**config.mk**
```make
export PLATFORM = sky130hd
export DESIGN_NAME = mem_window_decoder
export DESIGN_NICKNAME = d
export VERILOG_FILES = /design/src/rtl/mwd_pkg.sv /design/src/rtl/mwd_enable_reg.sv /design/src/rtl/mwd_match.sv /design/src/rtl/mwd_out_stage.sv /design/src/rtl/mem_window_decoder.sv
export SDC_FILE = /design/constraint.sdc
export NUM_CORES = 1
export LEC_CHECK = 0
export ABC_CLOCK_PERIOD_IN_PS = 1700
export BUFFER_PORTS_ARGS = -buffer_cell sky130_fd_sc_hd__buf_2
export CAP_MARGIN = 40
export CORE_MARGIN = 2
export CORE_UTILIZATION = 41
export DETAILED_ROUTE_END_ITERATION = 6
export PLACE_DENSITY_LB_ADDON = 0.3
export SLEW_MARGIN = 10
export SYNTH_ARGS = -nofsm -noshare
export SYNTH_HDL_FRONTEND = slang
export SYNTH_SLANG_ARGS = --single-unit
export TNS_END_PERCENT = 30
```
**constraint.sdc**
```tcl
create_clock -name clk -period 1.7 [get_ports clk]
set_input_delay 0.34 -clock clk [delete_from_list [all_inputs] [get_ports clk]]
set_output_delay 0.34 -clock clk [all_outputs]
set_load 0.03 [all_outputs]
```
**src/rtl/mwd_pkg.sv**
```systemverilog
package mwd_pkg;
  // Register select produced by the offset decode
  typedef enum logic [0:0] {
    SEL_NONE   = 1'b0,
    SEL_ENABLE = 1'b1
  } mwd_sel_e;

  localparam int unsigned MWD_ADDR_W  = 32;
  localparam int unsigned MWD_SHIFT   = 23;
  localparam int unsigned MWD_REG_AW  = 12;
  localparam logic [11:0] MWD_EN_OFF  = 12'h060;
endpackage

```
**src/rtl/mwd_enable_reg.sv**
```systemverilog
module mwd_enable_reg
  import mwd_pkg::*;
#(
  parameter int unsigned DATA_W = 32,
  parameter int unsigned REG_AW = 12,
  parameter logic [REG_AW-1:0] EN_OFF = 12'h060
) (
  input  logic              clk,
  input  logic              rst_n,
  input  logic              we,
  input  logic [REG_AW-1:0] addr,
  input  logic [DATA_W-1:0] wdata,
  output logic [DATA_W-1:0] rdata,
  output logic [DATA_W-1:0] en
);
  mwd_sel_e sel;
  logic [DATA_W-1:0] en_r;

  always_comb begin
    sel = (addr == EN_OFF) ? SEL_ENABLE : SEL_NONE;
  end

  always_ff @(posedge clk or negedge rst_n) begin
    if (!rst_n) begin
      en_r <= '0;
    end else if (we && sel == SEL_ENABLE) begin
      en_r <= wdata;
    end
  end

  always_comb begin
    case (sel)
      SEL_ENABLE: rdata = en_r;
      default:    rdata = '0;
    endcase
  end

  assign en = en_r;
endmodule

```
**src/rtl/mwd_match.sv**
```systemverilog
module mwd_match #(
  parameter int unsigned ADDR_W = 32,
  parameter int unsigned SHIFT  = 23,
  parameter int unsigned IDX_W  = 5,
  localparam int unsigned NWIN  = 1 << IDX_W,
  localparam int unsigned TAG_W = ADDR_W - SHIFT - IDX_W,
  localparam logic [TAG_W-1:0] TAG = '1
) (
  input  logic [ADDR_W-1:0] addr,
  input  logic [NWIN-1:0]   en,
  output logic              hit,
  output logic [IDX_W-1:0]  idx
);
  logic             tag_ok;
  logic [IDX_W-1:0] slice;
  logic [NWIN-1:0]  win_sel;

  assign tag_ok = (addr[ADDR_W-1 -: TAG_W] == TAG);
  assign slice  = addr[SHIFT +: IDX_W];

  // One comparator per slice; at most one can fire
  for (genvar i = 0; i < NWIN; i++) begin : g_win
    assign win_sel[i] = tag_ok && en[i] && (slice == IDX_W'(i));
  end

  always_comb begin
    idx = '0;
    for (int i = 0; i < NWIN; i++) begin
      if (win_sel[i]) idx = idx | IDX_W'(i);
    end
  end

  assign hit = |win_sel;
endmodule

```
**src/rtl/mwd_out_stage.sv**
```systemverilog
module mwd_out_stage #(
  parameter bit          REG_OUT = 1'b1,
  parameter int unsigned IDX_W   = 5
) (
  input  logic             clk,
  input  logic             rst_n,
  input  logic             in_valid,
  input  logic             in_hit,
  input  logic [IDX_W-1:0] in_idx,
  output logic             out_valid,
  output logic             out_hit,
  output logic [IDX_W-1:0] out_idx
);
  if (REG_OUT) begin : g_reg
    logic             v_q;
    logic             h_q;
    logic [IDX_W-1:0] i_q;
    always_ff @(posedge clk or negedge rst_n) begin
      if (!rst_n) begin
        v_q <= 1'b0;
        h_q <= 1'b0;
        i_q <= '0;
      end else begin
        v_q <= in_valid;
        h_q <= in_valid && in_hit;
        i_q <= in_valid ? in_idx : '0;
      end
    end
    assign out_valid = v_q;
    assign out_hit   = h_q;
    assign out_idx   = i_q;
  end else begin : g_pass
    assign out_valid = in_valid;
    assign out_hit   = in_valid && in_hit;
    assign out_idx   = in_valid ? in_idx : '0;
  end
endmodule

```
**src/rtl/mem_window_decoder.sv**
```systemverilog
module mem_window_decoder
  import mwd_pkg::*;
#(
  parameter int unsigned ADDR_W  = MWD_ADDR_W,
  parameter int unsigned SHIFT   = MWD_SHIFT,
  parameter int unsigned REG_AW  = MWD_REG_AW,
  parameter logic [REG_AW-1:0] EN_OFF = MWD_EN_OFF,
  parameter bit          REG_OUT = 1'b1,
  localparam int unsigned IDX_W  = 5,
  localparam int unsigned NWIN   = 1 << IDX_W
) (
  input  logic              clk,
  input  logic              rst_n,
  input  logic              reg_we,
  input  logic [REG_AW-1:0] reg_addr,
  input  logic [NWIN-1:0]   reg_wdata,
  output logic [NWIN-1:0]   reg_rdata,
  input  logic              lk_valid,
  input  logic [ADDR_W-1:0] lk_addr,
  output logic              lk_hit,
  output logic [IDX_W-1:0]  lk_idx,
  output logic              q_valid,
  output logic              q_hit,
  output logic [IDX_W-1:0]  q_idx
);
  logic [NWIN-1:0] en_q;

  mwd_enable_reg #(
    .DATA_W(NWIN), .REG_AW(REG_AW), .EN_OFF(EN_OFF)
  ) u_reg (
    .clk(clk), .rst_n(rst_n), .we(reg_we), .addr(reg_addr),
    .wdata(reg_wdata), .rdata(reg_rdata), .en(en_q)
  );

  mwd_match #(
    .ADDR_W(ADDR_W), .SHIFT(SHIFT), .IDX_W(IDX_W)
  ) u_match (
    .addr(lk_addr), .en(en_q), .hit(lk_hit), .idx(lk_idx)
  );

  mwd_out_stage #(
    .REG_OUT(REG_OUT), .IDX_W(IDX_W)
  ) u_out (
    .clk(clk), .rst_n(rst_n), .in_valid(lk_valid), .in_hit(lk_hit),
    .in_idx(lk_idx), .out_valid(q_valid), .out_hit(q_hit), .out_idx(q_idx)
  );
endmodule

```
==> results by stage <==
Job:
- Across the run, the number of max-cap violations was 0.

Timing:
- The total count of max-transition violations in the final report is 0.
- The maximum clock skew at final layout is 0.0121 ns.
- The final-report setup violation count is 38.
- The post-layout worst setup margin is -0.467 ns.
- Of the available clock period, the critical path in the final layout requires 127%.
- The tightest hold margin is -0.00802 ns.
- For the finished layout, the period the worst path requires is 2.17 ns.
- The hold violation total from the final report is 10.
- Timing would allow up to 461 MHz.
- The transition time at the pin with the least slew margin is 0.480 ns.
- Setup repair after global routing could not meet its margin everywhere.
- The worst pin sits at a relative slew slack of 68.0%.

Setup path:
- The setup check on the worst reg-to-reg path leaves a slack of 0.07 ns.
- STA classifies the critical path endpoint as an output port.
- The reg-to-reg endpoint is u_out.out_hit.
- The critical path is of the reg -> out type.
- The source of the worst register-to-register timing path is u_reg.en[19].
- The number of cells on the worst reg-to-reg path is 6.
- The worst setup path is launched from a flop.
- STA puts the critical path data required time at 1.36 ns.
- Along the worst path, the maximum fanout reaches 3.
- The startpoint of the most critical setup path is u_reg.en[19].
- Data on the critical path arrives at its endpoint at 1.83 ns.

Global route:
- Entering global routing, the biggest net connects 33 pins.
- The number of global-route vias before repair is 2448.
- The remaining global-route overflow is 0.
- The global-route usage over all layers is 23.7%.
- The first global-routing pass estimated 11700 microns of wire.
- The initial antenna violation count is 0.

Finish:
- The count of fill cells added during filler insertion is 393.
- The library cells used most frequently in the layout, excluding fill and tap cells, are 65 x buf_4, 57 x buf_2, 45 x buf_6, 39 x dfrtp_1, 31 x and2_4.
- At the end of the flow the core is filled with cells to 74.1%.
- The most frequent standard cell in the layout excluding fill and tap cells is buf_4.
- The number of standard cells in the final layout excluding fillers is 449.
- In the final design database the tool counted 456 nets.
- The number of antenna diodes in the final layout is 0.
- The layout-stage area growth over the synthesis result is 71.9%.
- The post-layout instance area is 4130 sq um.
- The fraction of final layout cells sized beyond drive strength 1 is 65.5%.

Place:
- Once placement finished, the instance area stood at 3390 sq um.
- Detailed placement ended at an HPWL of 5060 microns.
- At the end of routability-driven placement, the weighted congestion stood at 0.859.
- In this run the tool buffered the top-level ports with 101 buffer cells.
- In this run, placement finished with an instance count of 423.

Detailed routing:
- The mean number of vias per cell is 5.18.
- After detailed routing, the average wire length per cell comes to 16.8 microns.
- The total DRC errors in the routed layout is 0.
- The routed design has 7550 microns of wire.
- The count of vias placed by the detailed router is 2327.
- The number of detailed-route iterations in the first pass is 4.
- In this run the remaining antenna-violating nets after routing total 0.
- In this run, the number of DRC markers left after iteration 0 of detailed routing was 57.

Outcome:
- The flow ran to the end, but the final reports show violations.
- The checks that failed: negative hold slack, negative setup slack.

Yosys:
- The number of nets in the synthesized netlist is 291.
- The proportion of netlist area held by the largest area contributor is 40.6%.
- Summing every instance area after synthesis gives 2400 sq um.
- Yosys attributes the largest share of cell area to dfrtp_1 41%, mux2_1 13%, and2_1 8.3%.
- In this run, distinct cell masters in the synthesized netlist total 41.
- Counting flops with a built-in enable in the synthesized netlist gives 0.
- The fraction of registers with async set/reset is 100%.
- The most used flip-flop cell after synthesis is dfrtp_1.
- In this run the mean area of a mapped cell was 11.4 sq um.
- Sequential elements use 40.6% of the synthesized area.
- The number of synthesized register bits is 39.
- Synthesis handed over a netlist of 211 instances.
- The warning count from the yosys run is 0.
- The synthesized design spends more area on one cell type than any other, namely dfrtp_1.

Clock network:
- The number of H-tree branching levels is 2.
- The master cell of the clock root buffer is clkbuf_8.
- No sink is reached through more buffers than the 2 on the longest clock path.
- The clock latency on the worst-skew pair is 0.29 ns.
- The number of sinks handled by clock tree synthesis is 39.
- After clock tree synthesis, the clock-pin slew on the worst setup and hold paths is 0.08 ns.
- TritonCTS built the clock tree.
- TritonCTS created 5 clock buffers.
- For this design, the CTS-stage hold fixing added 0 buffers.

Hold path:
- The path class of the tightest hold or removal check is in -> async.

Power and ir drop:
- The peak supply drop is 0.421 mV.
- The power density over the cells is 488 nW/um^2.
- The cell leakage power is 2.17 nW.

Floorplan:
- The number of primary I/O pins is 125.
- For this configuration, the core starts out at a cell density of 43.1%.
- The die outline width is 80.5 microns.
- The die covers 6490 sq um.
- The number of rows created at floorplan is 27.
- The region available for standard cell placement spans 5570 sq um.
- In this run the vertical extent of the chip is 80.5 microns.
## per-stage QoR
step / power (W) / setup slack (ns) / setup TNS, ns
4_1_cts: 0.00202 / -0.430 / -3.56
6_report: 0.00201 / -0.467 / -6.36
2_1_floorplan: 0.00105 / -0.190 / -2.44
3_3_place_gp: 0.00118 / -0.436 / -9.41
3_5_place_dp: 0.00118 / -0.485 / -10.14
5_1_grt: 0.00208 / -0.535 / -7.88
## state kept, by name (all words and copies together), names as in the netlist
| name | count |
|---|---|
| u_out.out_hit | 1 |
| u_out.out_idx | 5 |
| u_out.out_valid | 1 |
| u_reg.en | 32 |
## cell usage after synthesis (4+ instances only)
| master | number |
|---|---|
| inv_1 | 5 |
| nor3_1 | 4 |
| mux2_2 | 8 |
| and2_1 | 32 |
| mux2i_1 | 18 |
| o22ai_1 | 4 |
| nand2_1 | 9 |
| mux2_1 | 27 |
| mux4_2 | 4 |
| nor2_1 | 5 |
| dfrtp_1 | 39 |
| nand4_1 | 4 |
| nand3_1 | 6 |
| buf_2 | 7 |
## metal layers
metal	vias up	track usage, %	wire length (microns)
met1	1120	29.5	3200
li1	1103	-	-
met5	-	0	0
met3	14	4.83	391
met4	0	8.98	195
met2	90	40.4	3760
## kinds of logic (layout without fill, tap and decap cells)
kind of cell / after synthesis / after routing / share of synthesized area, %
flops: 39 / 39 / 40.6
mux: 59 / 59 / 29.8
compound gates: 22 / 22 / 7.66
buf+inv: 20 / 186 / 4.95
simple gates: 71 / 71 / 16.9
## cell type report
class | instances | area (sq um) | share of cell area (%)
flip-flops and latches | 39 | 976 | 23.6
inverters | 5 | 18.8 | 0.455
clock inverters | 2 | 35.0 | 0.848
repair buffers | 173 | 1410 | 34.2
clock buffers | 6 | 82.6 | 2.00
well taps | 72 | 90.1 | 2.18
multi-input cells | 152 | 1520 | 36.7
## worst max-delay path by stage
stage                      to  depth (start not counted)
global route        lk_idx[1]                          6
global placement       lk_hit                          7
detailed placement     lk_hit                          7
finish              lk_idx[0]                          6
floorplan              lk_hit                          6
CTS                 lk_idx[1]                          6
## critical path, stage by stage, from the launching register on
cell,delay [ns]
dfrtp_1,0.41
buf_4,0.14
mux4_2,0.45
mux2_4,0.29
nand3_4,0.07
nand2_4,0.05
buf_6,0.13
## where the power goes
| group | internal, W | switching, W |
|---|---|---|
| logic | 0.000140 | 0.000124 |
| clock network | 0.000475 | 0.000339 |
| registers | 0.000932 | 0.00000331 |
## what timing repair did
action	4_1_cts	5_1_grt
endpoints found under the hold margin	0	0
cloned	1	2
endpoints found under the setup margin	38	39
pin swaps	16	23
buffers inserted	9	6
resized for setup	110	24
(Power assumes the default switching activity.)
